**config.mk**
```make
export PLATFORM = sky130hd
export DESIGN_NAME = irq_status_collector
export DESIGN_NICKNAME = d
export VERILOG_FILES = /design/src/rtl/irq_stat_pkg.sv /design/src/rtl/irq_sticky_flag.sv /design/src/rtl/irq_edge_latch.sv /design/src/rtl/irq_status_collector.sv
export SDC_FILE = /design/constraint.sdc
export NUM_CORES = 1
export LEC_CHECK = 0
export BUFFER_PORTS_ARGS = -buffer_cell sky130_fd_sc_hd__buf_2
export CAP_MARGIN = 20
export CORE_MARGIN = 8
export CORE_UTILIZATION = 42
export CTS_CLUSTER_SIZE = 40
export DETAILED_ROUTE_END_ITERATION = 16
export GPL_ROUTABILITY_DRIVEN = 0
export PLACE_DENSITY = 0.82
export SLEW_MARGIN = 20
export SYNTH_ARGS = -nofsm -noshare
export SYNTH_HDL_FRONTEND = slang
export SYNTH_SLANG_ARGS = --single-unit
export TNS_END_PERCENT = 30
```
**constraint.sdc**
```tcl
create_clock -name clk -period 1.5 [get_ports clk]
set_input_delay 0.075 -clock clk [delete_from_list [all_inputs] [get_ports clk]]
set_output_delay 0.075 -clock clk [all_outputs]
set_load 0.005 [all_outputs]
```
**src/rtl/irq_stat_pkg.sv**
```systemverilog
package irq_stat_pkg;
  localparam int STAT_W  = 32;
  localparam int AUD_CH  = 4;
  localparam int VID_CH  = 3;
  localparam int BIT_LO  = 9;
  localparam int BIT_HI  = 21;

  localparam int B_T0_TMO   = 21;
  localparam int B_UPLD     = 20;
  localparam int B_XBUS_BSY = 19;
  localparam int B_XBUS_EVT = 18;
  localparam int B_I2C_BSY  = 17;
  localparam int B_I2C_ERR  = 16;
  localparam int B_AUD_LO   = 12;
  localparam int B_AFIFO    = 11;
  localparam int B_VPROT    = 10;
  localparam int B_VFIFO    = 9;

  // Bits whose interrupt marks completion (falling edge).
  function automatic bit is_busy_bit(int b);
    return (b == B_UPLD) || (b == B_XBUS_BSY) || (b == B_I2C_BSY);
  endfunction

  // Reset value of each status bit.
  function automatic bit stat_rst_val(int b);
    return (b == B_XBUS_EVT);
  endfunction
endpackage

```
**src/rtl/irq_sticky_flag.sv**
```systemverilog
module irq_sticky_flag #(
  parameter bit RST_VAL = 1'b0
) (
  input  logic clk,
  input  logic rst_n,
  input  logic set_i,
  input  logic clr_i,
  output logic flag_o
);
  logic flag_q, flag_d, flag_en;

  always_comb begin
    flag_en = set_i | clr_i;
    flag_d  = set_i;          // set has priority over start-clear
  end

  always_ff @(posedge clk or negedge rst_n) begin
    if (!rst_n)       flag_q <= RST_VAL;
    else if (flag_en) flag_q <= flag_d;
  end

  assign flag_o = flag_q;
endmodule

```
**src/rtl/irq_edge_latch.sv**
```systemverilog
module irq_edge_latch #(
  parameter bit FALL_EDGE = 1'b0,
  parameter bit RST_VAL   = 1'b0
) (
  input  logic clk,
  input  logic rst_n,
  input  logic stat_i,
  input  logic clr_i,
  output logic irq_o
);
  logic prev_q, irq_q, irq_d, irq_en, evt;

  always_comb begin
    evt    = FALL_EDGE ? (prev_q & ~stat_i) : (~prev_q & stat_i);
    irq_en = evt | clr_i;
    irq_d  = evt;             // event wins over software clear
  end

  always_ff @(posedge clk or negedge rst_n) begin
    if (!rst_n) begin
      prev_q <= RST_VAL;
      irq_q  <= 1'b0;
    end else begin
      prev_q <= stat_i;
      if (irq_en) irq_q <= irq_d;
    end
  end

  assign irq_o = irq_q;
endmodule

```
**src/rtl/irq_status_collector.sv**
```systemverilog
module irq_status_collector
  import irq_stat_pkg::*;
#(
  parameter int I2C_ERR_W = 3
) (
  input  logic                 clk,
  input  logic                 rst_n,
  input  logic                 task0_tmo,
  input  logic                 task0_start,
  input  logic                 upload_busy,
  input  logic                 xbus_busy,
  input  logic                 xbus_evt,
  input  logic                 xbus_tmo,
  input  logic                 xbus_start,
  input  logic                 i2c_busy,
  input  logic [I2C_ERR_W-1:0] i2c_err,
  input  logic                 i2c_start,
  input  logic [AUD_CH-1:0]    aud_prot,
  input  logic [AUD_CH-1:0]    aud_start,
  input  logic [AUD_CH-1:0]    aud_fifo_err,
  input  logic [VID_CH-1:0]    vid_prot,
  input  logic [VID_CH-1:0]    vid_active,
  input  logic [VID_CH-1:0]    vid_fifo_err,
  input  logic                 mask_wr_en,
  input  logic [STAT_W-1:0]    mask_wdata,
  input  logic                 clr_wr_en,
  input  logic [STAT_W-1:0]    clr_wdata,
  output logic [STAT_W-1:0]    status_word,
  output logic [STAT_W-1:0]    irq_status,
  output logic                 irq_req,
  output logic [STAT_W-1:0]    irq_mask
);
  localparam logic [STAT_W-1:0] USED_MASK =
    ({STAT_W{1'b1}} >> (STAT_W - 1 - BIT_HI)) & ({STAT_W{1'b1}} << BIT_LO);

  // Sticky flags
  logic t0_tmo_q, xevt_q, xtmo_q, i2c_err_q;
  logic [AUD_CH-1:0] aud_prot_q;

  irq_sticky_flag #(.RST_VAL(1'b0)) u_t0_tmo (
    .clk(clk), .rst_n(rst_n), .set_i(task0_tmo), .clr_i(task0_start), .flag_o(t0_tmo_q));
  irq_sticky_flag #(.RST_VAL(1'b0)) u_xbus_evt (
    .clk(clk), .rst_n(rst_n), .set_i(xbus_evt), .clr_i(xbus_start), .flag_o(xevt_q));
  irq_sticky_flag #(.RST_VAL(1'b1)) u_xbus_tmo (
    .clk(clk), .rst_n(rst_n), .set_i(xbus_tmo), .clr_i(xbus_start), .flag_o(xtmo_q));
  irq_sticky_flag #(.RST_VAL(1'b0)) u_i2c_err (
    .clk(clk), .rst_n(rst_n), .set_i(|i2c_err), .clr_i(i2c_start), .flag_o(i2c_err_q));

  for (genvar c = 0; c < AUD_CH; c++) begin : g_aud
    irq_sticky_flag #(.RST_VAL(1'b0)) u_prot (
      .clk(clk), .rst_n(rst_n), .set_i(aud_prot[c]), .clr_i(aud_start[c]),
      .flag_o(aud_prot_q[c]));
  end

  // Level captures
  typedef struct packed {
    logic upld;
    logic xbsy;
    logic ibsy;
    logic afifo;
    logic vprot;
    logic vfifo;
  } lvl_t;

  lvl_t lvl_d, lvl_q;

  always_comb begin
    lvl_d.upld  = upload_busy;
    lvl_d.xbsy  = xbus_busy;
    lvl_d.ibsy  = i2c_busy;
    lvl_d.afifo = |aud_fifo_err;
    lvl_d.vprot = |(vid_prot & vid_active);
    lvl_d.vfifo = |vid_fifo_err;
  end

  always_ff @(posedge clk or negedge rst_n) begin
    if (!rst_n) lvl_q <= '0;
    else        lvl_q <= lvl_d;
  end

  // Status word assembly
  logic [STAT_W-1:0] stat_vec;
  always_comb begin
    stat_vec                        = '0;
    stat_vec[B_T0_TMO]              = t0_tmo_q;
    stat_vec[B_UPLD]                = lvl_q.upld;
    stat_vec[B_XBUS_BSY]            = lvl_q.xbsy;
    stat_vec[B_XBUS_EVT]            = xevt_q | xtmo_q;
    stat_vec[B_I2C_BSY]             = lvl_q.ibsy;
    stat_vec[B_I2C_ERR]             = i2c_err_q;
    stat_vec[B_AUD_LO +: AUD_CH]    = aud_prot_q;
    stat_vec[B_AFIFO]               = lvl_q.afifo;
    stat_vec[B_VPROT]               = lvl_q.vprot;
    stat_vec[B_VFIFO]               = lvl_q.vfifo;
  end

  // Interrupt latches
  logic [STAT_W-1:0] clr_vec, irq_vec;
  assign clr_vec = clr_wr_en ? (clr_wdata & USED_MASK) : '0;

  for (genvar b = 0; b < STAT_W; b++) begin : g_bit
    if (b >= BIT_LO && b <= BIT_HI) begin : g_used
      irq_edge_latch #(
        .FALL_EDGE(is_busy_bit(b)),
        .RST_VAL  (stat_rst_val(b))
      ) u_latch (
        .clk(clk), .rst_n(rst_n), .stat_i(stat_vec[b]), .clr_i(clr_vec[b]),
        .irq_o(irq_vec[b]));
    end else begin : g_unused
      assign irq_vec[b] = 1'b0;
    end
  end

  // Mask register
  logic [STAT_W-1:0] mask_q, mask_d;
  assign mask_d = mask_wdata & USED_MASK;

  always_ff @(posedge clk or negedge rst_n) begin
    if (!rst_n)          mask_q <= '0;
    else if (mask_wr_en) mask_q <= mask_d;
  end

  logic unused_wbits;
  assign unused_wbits = ^(clr_wdata & ~USED_MASK) ^ ^(mask_wdata & ~USED_MASK);

  assign status_word = stat_vec;
  assign irq_status  = irq_vec;
  assign irq_mask    = mask_q;
  assign irq_req     = |(irq_vec & mask_q);
endmodule

```
==> impl_results.md, run 1 <==
* Setup TNS at -0.0822 ns
* Post-synth EDFFs at 0
* Worst hold path type: in2reg
* Yosys reg bits at between 50 and 60
* Largest family of logic cells by synthesized area: buffers and inverters
* Iter 0 DRT Violations at 41
* First-pass GRT wire length at 9360 um
* Adder-cell share of the synthesized area at 0
* Primary FF master, synth: dfrtp_1
* DP HPWL at 4510 um
* Status: finished, violations left
* Worst-path clk slew at 0.09 ns
* Antenna violations before repair at 0
* Max Freq at 632 MHz
* Int Pwr at 2.24 mW
* ANT nets after route at 0
* CTS tree: built
* Chip width at slightly above 90 um
* Synth unique cells at 22
* Worst Setup Path Type: reg2out
* Reg power frac at 0.547
* Mapped Avg Cell Area at 11.0 sq um
* Critical path startpoint category: flip-flop
* Inserted Diodes at 0
* Final min period at 1.58 ns
* Clock power frac at 0.284
* Vias in the first global route at around 1,900
* CTS buffer count at 5
* Post-Place Cells at roughly 380
* Area Growth Syn to Fin at 25.4%
* Register area share after synthesis at 0.534
* Worst-path maximum fanout at 3
* Fin worst setup slack at -0.0822 ns
* Clock Latency Late Sink at 0.30 ns
* Post-synthesis mux area share at 0.0588
* Tcrit/Tclk final at 1.05
* Asr flop ratio synth at 1.00
* Unrepaired setup endpoints after global routing: true
* Max Root-Sink Buffers at 2
* Final total power at about 3.0 mW
* CTS H-tree depth at 2
* Largest net degree at the start of global routing at between 50 and 60
* Critical Path RT at 1.42 ns
* Ports at 198
* Leak at 1.65 nW
* Peak VDD IR at between 0.0004 and 0.0005 V
* IO buf count at 102
* MaxCap Viol Count at 0
* Final WL at ~6000 um
* Post-Synth Simple-Gate Area at 0.0528
* Die Span Y at a little over 90 um
* Power Density at 961 nW/um^2
* Clock sink count at 53
* Net Switching at 0.756 mW
* Starting density of the core at 0.428
* First-pass DRT Iterations at 5
* DR vias/cell at 4.16
* Arrival time worst endpoint at 1.51 ns
* Post-Layout Cell Count at 417
* Post-layout util at 0.537
* Failing checks: negative setup slack
* Worst setup EP type: output port
* DR DRC count at 0
* Max-slew violations at 0
* Synth warnings at 0
* Compound-Gate Fraction of Synth Area at 0.0734
* Final setup vio count at 1
* Cells after Synth at around 230
* Core Box Area at 5820 sq um
* Synth Area in XOR/XNOR at 0
* Cell Area, Synth at between 2000 and 2500 sq um
* Fill count at around 540
* Nets at 442
* Switching share of power at 0.252
* GRT Resource Usage Total at 0.136
* Clk_skew at 0.00380 ns
* Share of post-route cells with drive strength above 1 at 0.374
* Final hold vios at 0
* Die ar. at 8640 sq um
* Comb pwr share at 0.169
* FP Rows at 28
* Grt total ovfl at 0
* DR vias at between 1,500 and 2,000
* WL/cell at 14.5 um
* Root buffer cell: clkbuf_8
area by class of cell:
type	count	area, sq um	area share
clock buffer	7	96.3	0.0309
clock inverter	1	5.00	0.00160
inverter	15	56.3	0.0180
multi-input combinational	130	681	0.218
sequential	53	1330	0.426
tap	75	93.8	0.0301
timing repair buffer	136	861	0.276
cells by family (layout without fill, tap and decap cells):
group	Yosys count	in the layout
flops	53	53
simple gates	32	32
mux	13	13
compound gates	28	28
buf+inv	100	159
other cells	1	57
repair_timing:
action | 4_1_cts | 5_1_grt
hold endpoints to repair | 71 | 2
endpoints found under the setup margin | 1 | 2
hold buffers | 30 | 2
pin swaps | 2 | 0
buffers inserted | 1 | 0
resized for setup | 1 | 1
synthesized netlist by cell type, types with 2 or more instances:
cell type | n | share of area
buf_4 | 83 | 0.25
dfrtp_1 | 51 | 0.51
nand2_1 | 26 | 0.039
inv_1 | 15 | 0.023
o21ai_0 | 14 | 0.028
mux2_2 | 13 | 0.059
o21bai_1 | 5 | 0.015
a22oi_1 | 3 | 0.0090
a21o_1 | 2 | 0.0060
a222oi_1 | 2 | 0.0080
dfstp_2 | 2 | 0.021
registers in the layout, indices dropped and copies added (netlist names):
register and flops:
u_i2c_err.flag_o 1, g_aud.u_prot.flag_o 4, u_t0_tmo.flag_o 1, u_xbus_tmo.flag_o 1, u_xbus_evt.flag_o 1, g_bit.g_used.u_latch.prev_q 13
irq_mask 13, status_word 6, g_bit.g_used.u_latch.irq_o 13
power groups by stage:
stage	combinational (mW)	sequential, mW	clock [mW]
2_1_floorplan	0.372	1.65	0
6_report	0.507	1.64	0.851
3_3_place_gp	0.420	1.66	0
5_1_grt	0.568	1.66	0.945
4_1_cts	0.504	1.64	0.891
3_5_place_dp	0.433	1.67	0
layout by cell type, fill, tap and decap left out:
cell type | netlist | routed
o21bai_1 | 5 | 5
dfstp_2 | 2 | 2
or4_1 | 1 | 1
inv_1 | 15 | 15
buf_4 | 83 | 1
dlygate4sd3_1 | 0 | 31
clkinv_2 | 0 | 1
dfrtp_1 | 51 | 51
o21ai_0 | 14 | 14
buf_2 | 1 | 102
nand3_1 | 1 | 1
conb_1 | 1 | 57
buf_12 | 0 | 1
nor3_1 | 1 | 1
or3_1 | 1 | 1
nor2_1 | 1 | 1
dlymetal6s4s_1 | 0 | 1
clkbuf_8 | 0 | 7
a22o_1 | 1 | 1
a221oi_2 | 0 | 1
nand2_1 | 26 | 26
mux2_2 | 13 | 13
a222oi_1 | 2 | 2
a21o_1 | 2 | 2
and3_1 | 1 | 1
a22oi_1 | 3 | 3
worst max-delay path, cell delays in order, from the launching register on:
cell and delay [ns]:
dfrtp_1 0.39, a222oi_1 0.40, and3_1 0.22, nand3_1 0.06
buf_2 0.14
through the flow:
stage	setup WS [ns]	hold slack [ns]	instance area, sq um
floorplan	0.516	-0.221	2700
global placement	0.192	0.0860	2680
detailed placement	0.204	0.105	2680
CTS	-0.116	0.00186	3100
global route	-0.198	0.00819	3120
finish	-0.0822	0.0121	3120
path summary, 6_finish.rpt:
check | from | to | slack (ns) | cells past startpoint
min in group asynchronous | rst_n | g_bit[11].g_used.u_latch.prev_q$_DFF_PN0_ | 0.33 | 3
max in group asynchronous | rst_n | g_bit[18].g_used.u_latch.prev_q$_DFF_PN1_ | 0.90 | 3
min | mask_wdata[21] | irq_mask[21]$_DFFE_PN0P_ | 0.01 | 2
max | irq_mask[18]$_DFFE_PN0P_ | irq_req | -0.08 | 4
max reg2reg | g_aud[3].u_prot.flag_o$_DFFE_PN0P_ | g_aud[3].u_prot.flag_o$_DFFE_PN0P_ | 0.27 | 3
min reg2reg | status_word[9]$_DFF_PN0_ | g_bit[9].g_used.u_latch.prev_q$_DFF_PN0_ | 0.40 | 0
routing by layer:
| layer | vias up | part of all wire | GRT usage |
|---|---|---|---|
| met5 | - | 0 | 0 |
| met4 | 0 | 0.017 | 0.0497 |
| met3 | 7 | 0.081 | 0.0409 |
| met2 | 80 | 0.53 | 0.253 |
| met1 | 828 | 0.37 | 0.139 |
| li1 | 818 | - | - |
Power figures use the tool's default switching activity.
==> run 2: changes to the inputs <==
--- a/config.mk
+++ b/config.mk
@@ -13,6 +13,7 @@
 export DETAILED_ROUTE_END_ITERATION = 16
 export GPL_ROUTABILITY_DRIVEN = 0
 export PLACE_DENSITY = 0.82
+export SKIP_CTS_REPAIR_TIMING = 1
 export SLEW_MARGIN = 20
 export SYNTH_ARGS = -nofsm -noshare
 export SYNTH_HDL_FRONTEND = slang
==> impl_results.md, run 2 (same netlist as run 1, synthesis figures left out) <==
* Status: finished, violations left
* Failing checks: negative hold slack, negative setup slack
* Clock sink count at 53
* MaxCap Viol Count at 0
* Vias in the first global route at 1,720
* WL/cell at 14.5 um
* Power Density at just under 1000 nW/um^2
* CTS H-tree depth at 2
* IO buf count at 102
* Reg power frac at 0.550
* Comb pwr share at 0.162
* Max Root-Sink Buffers at 2
* Fin worst setup slack at -0.105 ns
* FP Rows at 28
* Critical Path RT at 1.42 ns
* Die ar. at about 8600 sq um
* Max-slew violations at 0
* DR vias/cell at between 4 and 5
* Ports at 198
* CTS tree: built
* Worst hold path type: in2reg
* DR DRC count at 0
* R2r setup slk at roughly 0.27 ns
* GRT Resource Usage Total at 0.124
* Worst setup EP type: output port
* Tcrit/Tclk final at 1.07
* DP HPWL at approximately 4500 um
* Chip width at ~93 um
* Commonest cells after routing, fill and taps aside: buf_2 (102), conb_1 (57), dfrtp_1 (51)
* Worst-path clk slew at approximately 0.09 ns
* First-pass DRT Iterations at 4
* Largest net degree at the start of global routing at 54
* Root buffer cell: clkbuf_8
* Worst-path maximum fanout at 3
* Die Span Y at slightly above 90 um
* Final setup vio count at 1
* Max stage delay on crit path at 0.42 ns
* Final hold vios at 1
* Antenna violations before repair at 0
* Crit-path slowest cell: dfrtp_1
* Clock power frac at 0.287
* Worst Setup Path Type: reg2out
* Setup TNS at -0.105 ns
* GRT met2 Usage at 0.218
* CTS buffer count at 5
* GR Util met3 at 0.0393
* First-pass GRT wire length at ~8600 um
* DR vias at 1,678
* Grt total ovfl at 0
* Iter 0 DRT Violations at 32
* Nets at between 400 and 500
* GR peak layer: met2
* Critical path startpoint category: flip-flop
* Share of post-route cells with drive strength above 1 at 0.376
* Multi-input gate area at between 600 and 700 sq um
* Clk_skew at 0.00568 ns
* Max Freq at 623 MHz
* Unrepaired setup endpoints after global routing: true
* Final total power at 2.98 mW
* ANT nets after route at 0
* Reg area at 1330 sq um
* Switching share of power at 0.253
* Starting density of the core at 0.428
* Core Box Area at 5820 sq um
* Arrival time worst endpoint at 1.53 ns
* Final min period at 1.60 ns
* Clock Latency Late Sink at 0.30 ns
* Post-layout util at 0.524
* Peak VDD IR at 0.000464 V
* Net Switching at 0.755 mW
* M1 GR Usage at 0.137
* Final WL at 5940 um
* Worst hold slack at -0.00434 ns
* Int Pwr at 2.23 mW
* Commonest non-fill, non-tap cell in the layout: buf_2
* Area Growth Syn to Fin at 22.4%
* Leak at 1.62 nW
* Critical path cell sequence: a222oi_1 -> and3_1 -> nand3_1 -> buf_2
* Fill count at 544
* Inserted Diodes at 0
run 2: changes by cell type in the layout (fill, tap and decap cells not counted), sizes merged:
| cell | delta |
|---|---|
| dlygate4sd3 | -5 |
| buf | -1 |
| dlymetal6s4s | -1 |
run 2: metrics by stage:
stage               setup WS, ns  cell area, sq um  cells  hold slack, ns
finish                    -0.105              3050    410        -0.00434
global route              -0.220              3050    410        0.000815
CTS                       -0.139              2790    384          -0.228
detailed placement         0.204              2680    376           0.105
global placement           0.192              2680    376          0.0860
floorplan                  0.516              2700    283          -0.221
run 2: final cells by class:
| class | count | share of cell area |
|---|---|---|
| clock buffer | 7 | 0.0316 |
| clock inverter | 1 | 0.00164 |
| inverter | 15 | 0.0185 |
| multi-input combinational | 130 | 0.221 |
| sequential | 53 | 0.436 |
| tap | 75 | 0.0308 |
| timing repair buffer | 129 | 0.260 |
run 2: power by group through the flow:
stage               clock network [mW]  registers [mW]  logic [mW]
floorplan                            0            1.65       0.372
global placement                     0            1.66       0.420
detailed placement                   0            1.67       0.433
CTS                              0.891            1.64       0.433
global route                     0.947            1.66       0.545
finish                           0.857            1.64       0.484
run 2: final timing paths:
path | cells past startpoint | endpoint | from
worst min-delay path | 2 | g_aud[3].u_prot.flag_o$_DFFE_PN0P_ | aud_prot[3]
worst max register to register | 3 | u_t0_tmo.flag_o$_DFFE_PN0P_ | u_t0_tmo.flag_o$_DFFE_PN0P_
worst min register to register | 0 | g_bit[9].g_used.u_latch.prev_q$_DFF_PN0_ | status_word[9]$_DFF_PN0_
max in group asynchronous | 3 | u_xbus_tmo.flag_o$_DFFE_PN1P_ | rst_n
worst max-delay path | 4 | irq_req | g_bit[18].g_used.u_latch.irq_o$_DFFE_PN0P_
min in group asynchronous | 3 | u_xbus_evt.flag_o$_DFFE_PN0P_ | rst_n
run 2: worst max-delay path, delay by kind of cell (launching register included):
kind | cells | cell delay, ns
flops | 1 | 0.42
compound gates | 1 | 0.39
simple gates | 2 | 0.28
buf+inv | 1 | 0.14
run 2: per-layer routing:
layer	share of wire	vias to the layer above
li1	-	803
met1	0.37	788
met2	0.53	82
met3	0.089	5
met4	0.012	0
met5	0	-
